### src/rtl/serial_tx_fifo.sv
module serial_tx_fifo #(
  parameter int DEPTH         = 16,
  parameter int TICKS_PER_BIT = 16
) (
  input  logic       clk,
  input  logic       rst_n,
  input  logic       wr_en,
  input  logic [7:0] wr_data,
  input  logic       fifo_mode,
  input  logic       irq_en,
  input  logic       baud_tick,
  output logic       txd,
  output logic [7:0] line_status,
  output logic       irq
);
  localparam int AW = $clog2(DEPTH);
  localparam int CW = $clog2(DEPTH + 1);
  localparam int TW = $clog2(TICKS_PER_BIT);
  localparam logic [TW-1:0] TMAX = TW'(TICKS_PER_BIT - 1);

  logic [7:0]    mem [DEPTH];
  logic [AW-1:0] wp, rp;
  logic [CW-1:0] count;
  logic          mode_q;
  logic          busy;
  logic [9:0]    frame;
  logic [3:0]    bitn;
  logic [TW-1:0] tk;
  logic          he_q, pend;

  logic          flush, last_tick, pop, push, hold_empty;
  logic [CW-1:0] cap;

  assign flush      = fifo_mode != mode_q;
  assign cap        = fifo_mode ? CW'(DEPTH) : CW'(1);
  assign last_tick  = busy && baud_tick && tk == TMAX && bitn == 4'd9;
  assign pop        = (!busy || last_tick) && count != '0 && !flush;
  assign push       = wr_en && !flush && count < cap;
  assign hold_empty = count == '0;

  always_ff @(posedge clk) begin
    if (push) mem[wp] <= wr_data;
  end

  always_ff @(posedge clk or negedge rst_n) begin
    if (!rst_n) begin
      wp     <= '0;
      rp     <= '0;
      count  <= '0;
      mode_q <= 1'b0;
    end else begin
      mode_q <= fifo_mode;
      if (flush) begin
        wp    <= '0;
        rp    <= '0;
        count <= '0;
      end else begin
        if (push) wp <= wp + AW'(1);
        if (pop)  rp <= rp + AW'(1);
        count <= count + CW'(push) - CW'(pop);
      end
    end
  end

  always_ff @(posedge clk or negedge rst_n) begin
    if (!rst_n) begin
      busy  <= 1'b0;
      frame <= '1;
      bitn  <= '0;
      tk    <= '0;
    end else if (pop) begin
      busy  <= 1'b1;
      frame <= {1'b1, mem[rp], 1'b0};
      bitn  <= '0;
      tk    <= '0;
    end else if (last_tick) begin
      busy  <= 1'b0;
      frame <= '1;
    end else if (busy && baud_tick) begin
      if (tk == TMAX) begin
        tk    <= '0;
        bitn  <= bitn + 4'd1;
        frame <= {1'b1, frame[9:1]};
      end else begin
        tk <= tk + TW'(1);
      end
    end
  end

  always_ff @(posedge clk or negedge rst_n) begin
    if (!rst_n) begin
      he_q <= 1'b1;
      pend <= 1'b1;
    end else begin
      he_q <= hold_empty;
      if (wr_en)                   pend <= 1'b0;
      else if (hold_empty && !he_q) pend <= 1'b1;
    end
  end

  assign txd         = busy ? frame[0] : 1'b1;
  assign line_status = {1'b0, hold_empty && !busy, hold_empty, 5'b0};
  assign irq         = pend && irq_en;
endmodule

### config.mk
export PLATFORM = sky130hd
export DESIGN_NAME = serial_tx_fifo
export DESIGN_NICKNAME = d
export VERILOG_FILES = /design/src/rtl/serial_tx_fifo.sv
export SDC_FILE = /design/constraint.sdc
export NUM_CORES = 1
export LEC_CHECK = 0
export ABC_CLOCK_PERIOD_IN_PS = 3900
export BUFFER_PORTS_ARGS = -buffer_cell sky130_fd_sc_hd__buf_2
export CAP_MARGIN = 20
export CORE_UTILIZATION = 61
export DETAILED_ROUTE_END_ITERATION = 12
export GPL_ROUTABILITY_DRIVEN = 0
export HOLD_SLACK_MARGIN = 0.08
export MAX_ROUTING_LAYER = met4
export PLACE_DENSITY = 0.82
export REMOVE_ABC_BUFFERS = 1
export SETUP_SLACK_MARGIN = 0.5
export SYNTH_ARGS = -nofsm -noshare
export SYNTH_HDL_FRONTEND = slang
export SYNTH_SLANG_ARGS = --single-unit
### constraint.sdc
create_clock -name clk -period 3.9 [get_ports clk]
set_input_delay 0.195 -clock clk [delete_from_list [all_inputs] [get_ports clk]]
set_output_delay 0.195 -clock clk [all_outputs]
set_load 0.05 [all_outputs]
==> flow_summary.json <==
{
  "ys_seq_area_frac": 0.6764,
  "critPathMaxFanout": 7,
  "status": "completed",
  "clockBufferDepth": 2,
  "clkPwrFrac": 0.389,
  "drive_gt1_frac": 0.2091,
  "rows": 38,
  "netlist_area_um2": 6960,
  "min_period_over_period": 0.7976,
  "fin_setup_tns_ns": 0,
  "clkTransAtPathRegs_ns": 0.07,
  "ant_nets": 0,
  "yosys_register_bits": 162,
  "grt_pass1_wl_mm": 22.38,
  "clockRootBuffer": "clkbuf_16",
  "critPathRequiredTime_ns": 4.21,
  "post-cts-setup-buffers": 0,
  "p_per_area_nw_per_um2": 562.5,
  "crit_type": "register to register",
  "io_pins": 24,
  "setup_viol": 0,
  "synth_top_area_cell": "edfxtp_1",
  "route.met3.wl_um": 995,
  "synthFlopType": "edfxtp_1",
  "routed-via-count": 3923,
  "p_leak_nw": 2.750,
  "worst_slew_pin_slew_ns": 0.8191,
  "slew_headroom": 0.4497,
  "synth_top_area_frac": 0.5522,
  "first_pass_iters": 6,
  "ir_drop_uv": 405.5,
  "wl_met1_mm": 6.021,
  "die_y_um": 108.8,
  "initial_utilization": 0.6337,
  "final-hold-violation-count": 0,
  "place_ws_ns": 0.6877,
  "grt_max_degree": 35,
  "initialDrtViolationCount": 469,
  "clock_sinks": 162,
  "cap_violations": 0,
  "fin_ws_ns": 0.7892,
  "comb_power_share": 0.130,
  "intPower_mw": 3.250,
  "dp.final_hpwl_mm": 8.739,
  "dieArea_um2": 11840,
  "fmax_mhz": 321.5,
  "cts_tree": "done",
  "wirelength_mm": 14.65,
  "grt_usage": 0.2832,
  "end_kind": "register",
  "htreeDepth": 4,
  "drv_slew": 0,
  "ys_types": 50,
  "avgRoutedWirePerCell_um": 24.25,
  "core_area_um2": 10980,
  "synth_edf_count": 128,
  "hold_path.class": "input pin to register",
  "routed.top_layer": "met4",
  "io_buffers": 17,
  "viasPerCell": 6.495,
  "final_nets": 483,
  "rsz0062_at_grt": "false",
  "wl_met2_mm": 7.365,
  "antennaDiodeCount": 0,
  "ys_warn_count": 0,
  "first_global_vias": 3850,
  "total_power_mw": 4.403,
  "yosys-top-cells-area": "edfxtp_1, dfrtp_1, mux4_2",
  "drc": 0,
  "clock_skew_ns": 0.008051,
  "pwr-share-seq": 0.482,
  "numCtsBuffers": 17,
  "layout_commonest_cell": "edfxtp_1",
  "period_minus_slack_ns": 3.111,
  "swShare": 0.2618,
  "syn_area_per_cell_um2": 16.34,
  "start_kind": "register",
  "async_reset_ff_frac": 0.2099,
  "syn_inst": 426,
  "antenna_found_initial": 0,
  "die_x_um": 108.8,
  "area_growth_pct": 12.46,
  "clk-insertion-delay-late_ns": 0.43,
  "arrival_ns": 3.42,
  "gr-total-overflow": 0,
  "final_cell_mix": "edfxtp_1, dfrtp_1, nor2_1, mux4_2",
  "netSwitchingPower_mw": 1.153
}
==> layer usage <==
layer  vias to the layer above  track usage
li1                       1728            -
met1                      1993       0.3784
met2                       180       0.4412
met3                        22      0.05977
met4                         0      0.09170
met5                         -            -
==> cell type report <==
class / instances / area (µm²)
clock buffer: 17 / 425.4
clock inverter: 15 / 182.7
fill: 654 / 3156
inverter: 15 / 56.30
multi-input combinational: 224 / 2081
sequential: 162 / 4710
tap: 140 / 175.2
timing repair buffer: 31 / 197.7
==> registers in the layout, indices dropped and copies added (netlist names) <==
name and flops:
mem 128, frame 9, count 5, bitn 4
rp 4, tk 4, wp 4, busy 1
he_q 1, mode_q 1, pend 1
==> path summary, 6_finish.rpt <==
kind                            startpoint         to  slack [ns]  depth (start not counted)
worst max-delay path                 tk[0]   count[4]        0.79                         13
worst min-delay path            wr_data[7]  mem[0][7]        0.16                          1
worst max register to register       tk[0]   count[4]        0.79                         13
worst min register to register        pend       pend        0.50                          2
max in group asynchronous            rst_n      rp[1]        2.99                          2
min in group asynchronous            rst_n      tk[3]        0.38                          2
==> cells by family after synthesis <==
| logic type | synth area share |
|---|---|
| AND/OR/NAND/NOR | 0.06399 |
| buffers and inverters | 0.03020 |
| adder cells (fa/ha/maj) | 0.03343 |
| other | 0.0005388 |
| AO/OA/AOI/OAI | 0.07280 |
| multiplexers | 0.1100 |
| flip-flops | 0.6764 |
| XOR/XNOR | 0.01258 |
==> power groups by stage <==
stage / Clock [mW] / Combinational, mW / Sequential [mW]
3_5_place_dp: 0 / 0.548 / 2.15
3_3_place_gp: 0 / 0.518 / 2.14
5_1_grt: 1.78 / 0.626 / 2.13
4_1_cts: 1.72 / 0.561 / 2.12
2_1_floorplan: 0 / 0.398 / 2.13
6_report: 1.71 / 0.570 / 2.12
==> worst max-delay path: stages (launching register included) <==
cell      delay [ns]
dfrtp_1         0.40
ha_1            0.26
nand3_1         0.23
o31a_1          0.43
nor2_1          0.21
ha_1            0.27
inv_1           0.07
ha_1            0.18
inv_1           0.06
fa_1            0.41
o21bai_1        0.15
a21oi_1         0.09
xnor2_1         0.15
nor2_1          0.05
==> Yosys cell counts, types with 3 or more instances <==
library cell,count
nor3_1,7
a211oi_1,8
clkbuf_1,14
buf_2,6
dfrtp_1,23
edfxtp_1,128
a21oi_1,10
and2_1,5
a31oi_1,9
a22oi_1,7
o21ai_0,12
nor4b_1,5
mux2i_1,15
nor2_1,22
or4_1,3
and4_1,4
mux4_1,5
and4b_1,6
o211a_1,7
ha_1,17
dfstp_2,11
buf_4,7
xnor2_1,6
nand3_1,5
xor2_1,4
a221oi_1,7
mux4_2,21
inv_1,14
o31ai_1,4
nand2_1,7
==> metrics by stage <==
stage                     hold WS [ns]  cell area [µm²]  instances  utilization
final                           0.1601             7828        604       0.7127
after global routing            0.1585             7828        604       0.7127
after CTS                       0.1441             7814        604       0.7114
after detailed placement        0.3008             7176        569       0.6533
after global placement          0.2992             7176        569       0.6533
after floorplan                -0.1006             6825        401            -
==> repair_timing <==
item                                    4_1_cts  5_1_grt
endpoints found under the setup margin        0        2
gates resized for setup                       0        3
hold buffers                                  3        0
endpoints found under the hold margin        25        0
(Power assumes the default switching activity.)
